--- src/rtl/rxr_pkg.sv ---
package rxr_pkg;
  typedef enum logic [2:0] {
    S_IDLE  = 3'd0,
    S_DRAIN = 3'd1,
    S_DATA  = 3'd2,
    S_HDR   = 3'd3,
    S_DONE  = 3'd4
  } rxr_state_t;

  localparam logic [2:0] SEL_FIRST = 3'd0;
  localparam logic [2:0] SEL_END   = 3'd1;
  localparam logic [2:0] SEL_BND   = 3'd2;
  localparam logic [2:0] SEL_CUR   = 3'd3;
  localparam logic [2:0] SEL_CTRL  = 3'd4;
  localparam logic [2:0] SEL_CLR   = 3'd5;

  localparam logic [7:0] ST_OK    = 8'h01;
  localparam logic [7:0] ST_GROUP = 8'h20;

  localparam int DESC_BYTES = 4;
  localparam int FCS_BYTES  = 4;
endpackage

--- src/rtl/rxr_ring_regs.sv ---
module rxr_ring_regs
  import rxr_pkg::*;
#(
  parameter int PAGE_W = 8
) (
  input  logic              clk,
  input  logic              rst,
  input  logic              cfg_we,
  input  logic [2:0]        cfg_sel,
  input  logic [PAGE_W-1:0] cfg_wdata,
  input  logic              busy,
  input  logic              done,
  input  logic [PAGE_W-1:0] done_next,
  input  logic [7:0]        done_status,
  output logic [PAGE_W-1:0] first_pg,
  output logic [PAGE_W-1:0] end_pg,
  output logic [PAGE_W-1:0] bnd_pg,
  output logic [PAGE_W-1:0] cur_pg,
  output logic              halt,
  output logic              flag,
  output logic [7:0]        status
);
  always_ff @(posedge clk) begin
    if (rst) begin
      first_pg <= '0;
      end_pg   <= '0;
      bnd_pg   <= '0;
      cur_pg   <= '0;
      halt     <= 1'b1;
      flag     <= 1'b0;
      status   <= 8'h00;
    end else begin
      if (cfg_we) begin
        case (cfg_sel)
          SEL_FIRST: if (!busy) first_pg <= cfg_wdata;
          SEL_END:   if (!busy) end_pg   <= cfg_wdata;
          SEL_BND:   bnd_pg <= cfg_wdata;
          SEL_CUR:   if (!busy) cur_pg   <= cfg_wdata;
          SEL_CTRL:  halt <= cfg_wdata[0];
          SEL_CLR:   if (cfg_wdata[0]) flag <= 1'b0;
          default: ;
        endcase
      end
      // completion of a stored frame overrides a same-cycle clear
      if (done) begin
        cur_pg <= done_next;
        flag   <= 1'b1;
        status <= done_status;
      end
    end
  end
endmodule

--- src/rtl/rxr_space_check.sv ---
module rxr_space_check
  import rxr_pkg::*;
#(
  parameter int PAGE_W    = 8,
  parameter int MAX_FRAME = 1514
) (
  input  logic [PAGE_W-1:0] first_pg,
  input  logic [PAGE_W-1:0] end_pg,
  input  logic [PAGE_W-1:0] bnd_pg,
  input  logic [PAGE_W-1:0] cur_pg,
  output logic              room_ok
);
  // a full-size frame plus its checksum must fit; work in whole pages
  localparam int NEED_BYTES = MAX_FRAME + FCS_BYTES;
  localparam int NEED_PG    = (NEED_BYTES + 255) / 256;

  logic signed [PAGE_W+1:0] free_pg;

  always_comb begin
    if (cur_pg < bnd_pg)
      free_pg = $signed({2'b00, bnd_pg}) - $signed({2'b00, cur_pg});
    else
      free_pg = ($signed({2'b00, end_pg}) - $signed({2'b00, first_pg}))
              - ($signed({2'b00, cur_pg}) - $signed({2'b00, bnd_pg}));
    room_ok = (int'(free_pg) >= NEED_PG);
  end
endmodule

--- src/rtl/rxr_next_page.sv ---
module rxr_next_page
  import rxr_pkg::*;
#(
  parameter int PAGE_W = 8
) (
  input  logic [PAGE_W-1:0] cur_pg,
  input  logic [PAGE_W-1:0] first_pg,
  input  logic [PAGE_W-1:0] end_pg,
  input  logic [15:0]       total_len,
  output logic [PAGE_W-1:0] next_pg
);
  localparam int SUM_W = PAGE_W + 10;

  logic [SUM_W-1:0] adv;
  logic [SUM_W-1:0] sum;
  logic [SUM_W-1:0] wrapped;

  always_comb begin
    adv = SUM_W'(({1'b0, total_len} + 17'(FCS_BYTES + 255)) >> 8);
    sum = SUM_W'(cur_pg) + adv;
    if (sum >= SUM_W'(end_pg))
      wrapped = sum - (SUM_W'(end_pg) - SUM_W'(first_pg));
    else
      wrapped = sum;
    next_pg = wrapped[PAGE_W-1:0];
  end
endmodule

--- src/rtl/rx_ring_writer.sv ---
module rx_ring_writer
  import rxr_pkg::*;
#(
  parameter int PAGE_W    = 8,
  parameter int LEN_W     = 11,
  parameter int MIN_FRAME = 60,
  parameter int MAX_FRAME = 1514,
  localparam int ADDR_W   = PAGE_W + 8
) (
  input  logic              clk,
  input  logic              rst,
  input  logic              cfg_we,
  input  logic [2:0]        cfg_sel,
  input  logic [PAGE_W-1:0] cfg_wdata,
  input  logic              frm_start,
  input  logic [LEN_W-1:0]  frm_len,
  input  logic              in_valid,
  input  logic [7:0]        in_data,
  output logic              in_ready,
  output logic              busy,
  output logic              mem_we,
  output logic [ADDR_W-1:0] mem_addr,
  output logic [7:0]        mem_wdata,
  output logic [PAGE_W-1:0] cur_page,
  output logic [7:0]        rx_status,
  output logic              rx_flag
);
  rxr_state_t        state_q;
  logic [LEN_W-1:0]  cnt_q;
  logic [LEN_W-1:0]  len_q;
  logic [LEN_W-1:0]  last_q;
  logic [ADDR_W-1:0] wr_addr_q;
  logic [PAGE_W-1:0] base_q;
  logic [PAGE_W-1:0] next_q;
  logic [15:0]       total_q;
  logic              group_q;
  logic [1:0]        hidx_q;

  logic [PAGE_W-1:0] first_pg, end_pg, bnd_pg, cur_pg;
  logic              halt;
  logic              room_ok;
  logic [LEN_W-1:0]  stored_c;
  logic [15:0]       total_c;
  logic [PAGE_W-1:0] next_c;
  logic [7:0]        status_c;
  logic              have_byte;
  logic              fire;
  logic              done;

  assign busy     = (state_q != S_IDLE);
  assign done     = (state_q == S_DONE);
  assign status_c = ST_OK | (group_q ? ST_GROUP : 8'h00);
  assign cur_page = cur_pg;

  rxr_ring_regs #(.PAGE_W(PAGE_W)) u_regs (
    .clk        (clk),
    .rst        (rst),
    .cfg_we     (cfg_we),
    .cfg_sel    (cfg_sel),
    .cfg_wdata  (cfg_wdata),
    .busy       (busy),
    .done       (done),
    .done_next  (next_q),
    .done_status(status_c),
    .first_pg   (first_pg),
    .end_pg     (end_pg),
    .bnd_pg     (bnd_pg),
    .cur_pg     (cur_pg),
    .halt       (halt),
    .flag       (rx_flag),
    .status     (rx_status)
  );

  rxr_space_check #(.PAGE_W(PAGE_W), .MAX_FRAME(MAX_FRAME)) u_space (
    .first_pg(first_pg),
    .end_pg  (end_pg),
    .bnd_pg  (bnd_pg),
    .cur_pg  (cur_pg),
    .room_ok (room_ok)
  );

  // short frames are stored at the minimum size
  always_comb begin
    stored_c = (frm_len < LEN_W'(MIN_FRAME)) ? LEN_W'(MIN_FRAME) : frm_len;
    total_c  = 16'(stored_c) + 16'(DESC_BYTES);
  end

  rxr_next_page #(.PAGE_W(PAGE_W)) u_next (
    .cur_pg   (cur_pg),
    .first_pg (first_pg),
    .end_pg   (end_pg),
    .total_len(total_c),
    .next_pg  (next_c)
  );

  assign have_byte = (cnt_q < len_q);
  assign fire      = have_byte ? in_valid : 1'b1;
  assign in_ready  = ((state_q == S_DATA) && have_byte) || (state_q == S_DRAIN);

  function automatic logic [ADDR_W-1:0] step_addr(input logic [ADDR_W-1:0] a,
                                                  input logic [PAGE_W-1:0] fp,
                                                  input logic [PAGE_W-1:0] ep);
    logic [ADDR_W:0] n;
    n = {1'b0, a} + 1'b1;
    if (n == {1'b0, ep, 8'h00}) return {fp, 8'h00};
    return n[ADDR_W-1:0];
  endfunction

  always_ff @(posedge clk) begin
    if (rst) begin
      state_q   <= S_IDLE;
      cnt_q     <= '0;
      len_q     <= '0;
      last_q    <= '0;
      wr_addr_q <= '0;
      base_q    <= '0;
      next_q    <= '0;
      total_q   <= '0;
      group_q   <= 1'b0;
      hidx_q    <= '0;
      mem_we    <= 1'b0;
      mem_addr  <= '0;
      mem_wdata <= '0;
    end else begin
      mem_we <= 1'b0;
      case (state_q)
        S_IDLE: begin
          if (frm_start) begin
            cnt_q   <= '0;
            len_q   <= frm_len;
            group_q <= 1'b0;
            if (halt || !room_ok) begin
              if (frm_len != '0) state_q <= S_DRAIN;
            end else begin
              state_q   <= S_DATA;
              last_q    <= stored_c - LEN_W'(1);
              total_q   <= total_c;
              next_q    <= next_c;
              base_q    <= cur_pg;
              wr_addr_q <= {cur_pg, 8'(DESC_BYTES)};
            end
          end
        end
        S_DRAIN: begin
          if (in_valid) begin
            cnt_q <= cnt_q + LEN_W'(1);
            if (cnt_q == len_q - LEN_W'(1)) state_q <= S_IDLE;
          end
        end
        S_DATA: begin
          if (fire) begin
            mem_we    <= 1'b1;
            mem_addr  <= wr_addr_q;
            mem_wdata <= have_byte ? in_data : 8'h00;
            if (have_byte && cnt_q == '0) group_q <= in_data[0];
            wr_addr_q <= step_addr(wr_addr_q, first_pg, end_pg);
            cnt_q     <= cnt_q + LEN_W'(1);
            if (cnt_q == last_q) begin
              state_q <= S_HDR;
              hidx_q  <= '0;
            end
          end
        end
        S_HDR: begin
          mem_we   <= 1'b1;
          mem_addr <= {base_q, 8'(hidx_q)};
          case (hidx_q)
            2'd0:    mem_wdata <= status_c;
            2'd1:    mem_wdata <= 8'(next_q);
            2'd2:    mem_wdata <= total_q[7:0];
            default: mem_wdata <= total_q[15:8];
          endcase
          hidx_q <= hidx_q + 2'd1;
          if (hidx_q == 2'd3) state_q <= S_DONE;
        end
        S_DONE: state_q <= S_IDLE;
        default: state_q <= S_IDLE;
      endcase
    end
  end
endmodule

--- config.mk ---
export PLATFORM = sky130hd
export DESIGN_NAME = rx_ring_writer
export DESIGN_NICKNAME = d
export VERILOG_FILES = /design/src/rtl/rxr_pkg.sv /design/src/rtl/rxr_ring_regs.sv /design/src/rtl/rxr_space_check.sv /design/src/rtl/rxr_next_page.sv /design/src/rtl/rx_ring_writer.sv
export SDC_FILE = /design/constraint.sdc
export NUM_CORES = 1
export LEC_CHECK = 0
export BUFFER_PORTS_ARGS = -buffer_cell sky130_fd_sc_hd__clkbuf_2
export CAP_MARGIN = 30
export CELL_PAD_IN_SITES_DETAIL_PLACEMENT = 0
export CELL_PAD_IN_SITES_GLOBAL_PLACEMENT = 1
export CORE_AREA = 2 2 212 214
export DETAILED_ROUTE_END_ITERATION = 8
export DIE_AREA = 0 0 214 216
export HOLD_SLACK_MARGIN = 0.12
export PLACE_DENSITY_LB_ADDON = 0.1
export SETUP_SLACK_MARGIN = 0.1
export SLEW_MARGIN = 20
export SYNTH_ARGS = -nofsm -noshare
export SYNTH_HDL_FRONTEND = slang
export SYNTH_HIERARCHICAL = 1
export SYNTH_SLANG_ARGS = --single-unit
--- constraint.sdc ---
create_clock -name clk -period 11.5 [get_ports clk]
set_clock_uncertainty 0.2 [all_clocks]
set_input_delay 2.3 -clock clk [delete_from_list [all_inputs] [get_ports clk]]
set_output_delay 2.3 -clock clk [all_outputs]
set_load 0.005 [all_outputs]
# Word-level counts from Yosys, hierarchy flattened
# Cells that the tools add are included.
# Widths: inputs -> output; s select.
# totals
reg_bits,154
rom_bits,0
word_cells,149
mem_count,0
ramBits,0
latchBits,0
# classes
div_mod_pow,0
n_eq_ne,25
n_mul,0
reduce_logical,32
add_sub_neg,14
n_lt_le_gt_ge,5
mux,51
shift,0
bitwise,2
# op_table
operator,count
$mux 16,6
$pmux 16 s2,2
$mux 8,7
$mux 11,4
$pmux 11 s3,1
$sub 8x8->9,3
$mux 3,8
$pmux 8 s3,1
$eq 11x11->1,2
$sub 11x1->11 const B,2
$reduce_and 3->1,6
$add 16x1->17 const B,1
$eq 17x16->1,1
$pmux 8 s2,1
$sub 8x8->8,2
$add 12x9->13 const B,1
$mux 1,13
$add 11x3->12 const B,1
$eq 3x2->1 const B,4
$ne 2x2->1 const B,6
$pmux 3 s4,1
$reduce_and 4->1,3
$reduce_bool 2->1,6
$add 11x1->11 const B,1
30 further kinds,46

# Longest topological paths before layout
# depth
ltp_word,9
mapped_depth,29

# Cells and area by module
# The synthesis kept the hierarchy.
# by_module_without_submodules
mod,instances,area_per_inst_um2,cells_each,seq_area_each_um2
rx_ring_writer,1,6371.1,839,2162.1
rxr_ring_regs,1,1676.6,175,840.8
rxr_space_check,1,1428.9,201,0.0
rxr_next_page,1,1357.6,180,0.0

# Worst setup path before layout
# OpenSTA, ideal clock, no wires.
# synth_timing
kind,input port to flip-flop
from,in frm_len[6]
to,reg next_q[6]
arrival_ps,7566
path_slack_ps,3602
required_time_ps,11168
cell_stages,27
path_buffers,2
cell_sequence,clkbuf_1 or4_1 nor2_1 nor2_1 inv_1 ha_1 o21ai_0 inv_1 nand3_1 xnor2_1 o21a_1 nor2_1 fa_1 a21o_2 a21oi_1 xor2_1 inv_1 ha_1 a21o_1 a211o_1 a41oi_1 o21ai_2 or2_1 buf_6 a31o_1 nand2_1 a21oi_1
# synth_between
elab_chain_len,7
word_cells_on_any_way,8
classes_between,add/sub (4); order compare (2); mux (2)
# synth_lines
item,line_no,source
start: declaration,rx_ring_writer.sv:16,"input logic [LEN_W-1:0] frm_len,"
$lt 11x6->1 *,rx_ring_writer.sv:84,stored_c = (frm_len < LEN_W'(MIN_FRAME)) ? LEN_W'(MIN_FRAME) : frm_len;
$mux 11 *,rx_ring_writer.sv:84,
$add 11x3->12 *,rx_ring_writer.sv:85,total_c = 16'(stored_c) + 16'(DESC_BYTES);
net total_c[2],rx_ring_writer.sv:43,logic [15:0] total_c;
$add 12x9->13 *,rxr_next_page.sv:19,"adv = SUM_W'(({1'b0, total_len} + 17'(FCS_BYTES + 255)) >> 8);"
$add 8x5->9 *,rxr_next_page.sv:20,sum = SUM_W'(cur_pg) + adv;
$sub 8x8->8 / $ge 9x8->1 (equally long branches),"rxr_next_page.sv:22, rxr_next_page.sv:21",
$mux 8 *,rxr_next_page.sv:21,if (sum >= SUM_W'(end_pg))
net next_c[6],rx_ring_writer.sv:44,logic [PAGE_W-1:0] next_c;
end signal: assignment,rx_ring_writer.sv:138,next_q <= next_c;
end: declaration,rx_ring_writer.sv:34,logic [PAGE_W-1:0] next_q;
# The timed path passes the listed nets; every way through them passes the cells marked *.
# A chain may end at the register's enable or synchronous reset.

# Worst setup path in the final report
# Same ends and word-level chain as after synthesis.

==> qor.yml <==
dieHeight_um: 216
fin_ws_ns: 3.31
worstPathMaxFanout: 9
die_x_um: 214
ys_top_cells_by_area: "dfxtp_1, ha_1, nand2_1"
max_stage_delay_ns: 0.56
fin_crit_ns: 8.19
finalSetupViolCount: 0
dieArea_um2: 46200
synth_cells: 1395
drt_iter0_markers: 583
cts.sinks: 150
async_reset_ff_share_pct: 0
synth_cell_types: 93
synth_edf_count: 0
grt_pass1_vias: 9476
synth_flop_cell: "dfxtp_1"
fin_hold_ws_ns: 0.249
wl_met1_um: 20200
clock-root-buffer: "clkbuf_16"
final_max_slew_viol_count: 0
routed_wl_um: 39100
drc: 0
dr.pass1.iters: 5
hold_violations: 0
p_leak_nw: 4.67
cts_setup_buffers: 0
fp-row-count: 77
slowest_stage: "or4_1"
fin_crit_sh_pct: 71.2
outcome: "finished, final reports clean"
dr.max_layer_used: "met4"
io_buffers: 78
post_drt_wl_per_cell_um: 19.2
cts.clk_slew.worst_paths_ns: 0.07
hpwlAfterDp_um: 30100
worst_hold_path_type: "flop to flop"
drv_cap: 0
gr-total-overflow: 0
hold_buffers: 0
ys_ff_latch: 150
worst-setup-path-type: "primary input to flop"
ir_drop_mv: 0.0759
layout-drive-gt1-share_pct: 11.2
tritoncts.num_buffers: 17
final_nets: 1566
synth_area_um2: 10800
dr_wl_met3_um: 1350
clockBufferDepth: 2
vias_per_cell: 4.80
max_freq_mhz: 122
pre_cts_ws_ns: 2.85
final_cells: 2041
antenna_found_initial: 2
fin_util_pct: 28.3
ys_seq_area_share_pct: 27.7
fin_tns_setup_ns: 0
vias: 9792
start_util_pct: 24.7
grt_max_degree: 59
post_cts_resized: 0
finalInstanceArea_um2: 12400
crit_path_end_kind: "flop"
gp_congestion: 0.778
grt_first_pass_wirelength_um: 59700
antenna_cells: 0
syn_to_final_growth_pct: 14.4
insertion_delay_ns: 0.45
rsz0062_at_grt: "false"
synth_top_area_share_pct: 27.7
total_power_mw: 1.72
ant_nets: 0
yosysWarnings: 6
dp.cells: 2010
start_kind: "primary input"
place_area_um2: 11800
worstMarginPinSlew_ns: 0.947
met2WireLength_um: 17200
core_area_um2: 43800
htreeDepth: 4
relSlewSlack_pct: 36.9
ioPinCount: 79
cts_tree: "yes"
arrival_ns: 8.30
power_density_nw_per_um2: 138
cp_data_required_time_ns: 11.61
synth.largest_area_cell: "dfxtp_1"
syn_area_per_cell_um2: 7.77
grt_use_total_pct: 16.9
kinds of logic after synthesis:
logic type	synth area share, %
AO/OA/AOI/OAI	20.6
XOR/XNOR	6.95
adder cells (fa/ha/maj)	11.7
buffers and inverters	7.53
flip-flops	27.7
multiplexers	3.65
other	0.0693
AND/OR/NAND/NOR	21.8
flip-flops by register name (all words and copies together) (netlist names), 2 cells and up:
register and count:
base_q 8, cnt_q 11, hidx_q 2, last_q 11, len_q 11, mem_addr 16
mem_wdata 8, next_q 8, state_q 3, total_q 12, u_regs/bnd_pg 8, u_regs/cur_pg 8
u_regs/end_pg 8, u_regs/first_pg 8, u_regs/status 8, wr_addr_q 16
cell type report:
type                            count  area, um^2
Sequential cell                   150        3000
Fill cell                        4823       31400
Clock inverter                     13         193
Tap cell                          592         741
Inverter                          118         443
Clock buffer                       18         439
Multi-Input combinational cell   1058        7080
Timing Repair Buffer               92         502
critical path: cells and delay by family:
family | cells | cell delay (ns)
simple gates | 6 | 1.70
fa+ha+maj | 3 | 0.79
compound gates | 10 | 2.00
xor+xnor | 3 | 1.03
buf+inv | 4 | 0.47
final timing paths:
path                         start           to  slack (ns)  depth (start not counted)
setup / recovery        frm_len[6]    next_q[6]        3.31                         26
hold / removal         mem_addr[3]  mem_addr[3]        0.25                          2
setup reg to reg  u_regs/cur_pg[1]   state_q[1]        4.89                         23
hold reg to reg        mem_addr[3]  mem_addr[3]        0.25                          2
power by group:
group	internal [mW]	switching, mW
Clock	0.371	0.253
Combinational	0.206	0.314
Sequential	0.539	0.0327
synth_stat cells (all sizes together) (5+ instances only):
master	instances
ha	82
a21o	18
or4	10
mux2i	36
o21a	13
nor4	15
nand3	44
nor3	52
xnor2	47
or3	18
dfxtp	150
a211oi	20
nand2b	11
clkbuf	67
and3	6
a21oi	104
o21ai	62
and2	6
or2	5
a22o	6
o31ai	11
fa	12
nand4	15
nor2b	10
nor2	113
nand2	165
buf	16
a221oi	17
xor2	39
a311oi	14
o211ai	8
inv	117
a31oi	16
metal layers:
layer  up-vias  GRT usage (%)
met4         0           3.52
met2       193           26.0
li1       4964              -
met1      4614           24.8
met5         -              0
met3        21           2.65
placed cells by master (no fill, tap or decap), types with 11 or more instances in the layout:
master and instances:
nand2_1 164, dfxtp_1 150, inv_1 116, nor2_1 112
a21oi_1 102, ha_1 82, clkbuf_2 77, o21ai_0 54
nor3_1 49, xnor2_1 47, nand3_1 42, xor2_1 39
mux2i_1 35, or3_1 18, a221oi_1 17, clkbuf_16 17
a21o_1 16, a211oi_1 16, a31oi_1 16, conb_1 16
nand4_1 15, nor4_1 15, buf_4 14, o21a_1 13
a311oi_1 13, fa_1 12, nand2b_1 11
Note: power is estimated with default switching activity, not from simulation.
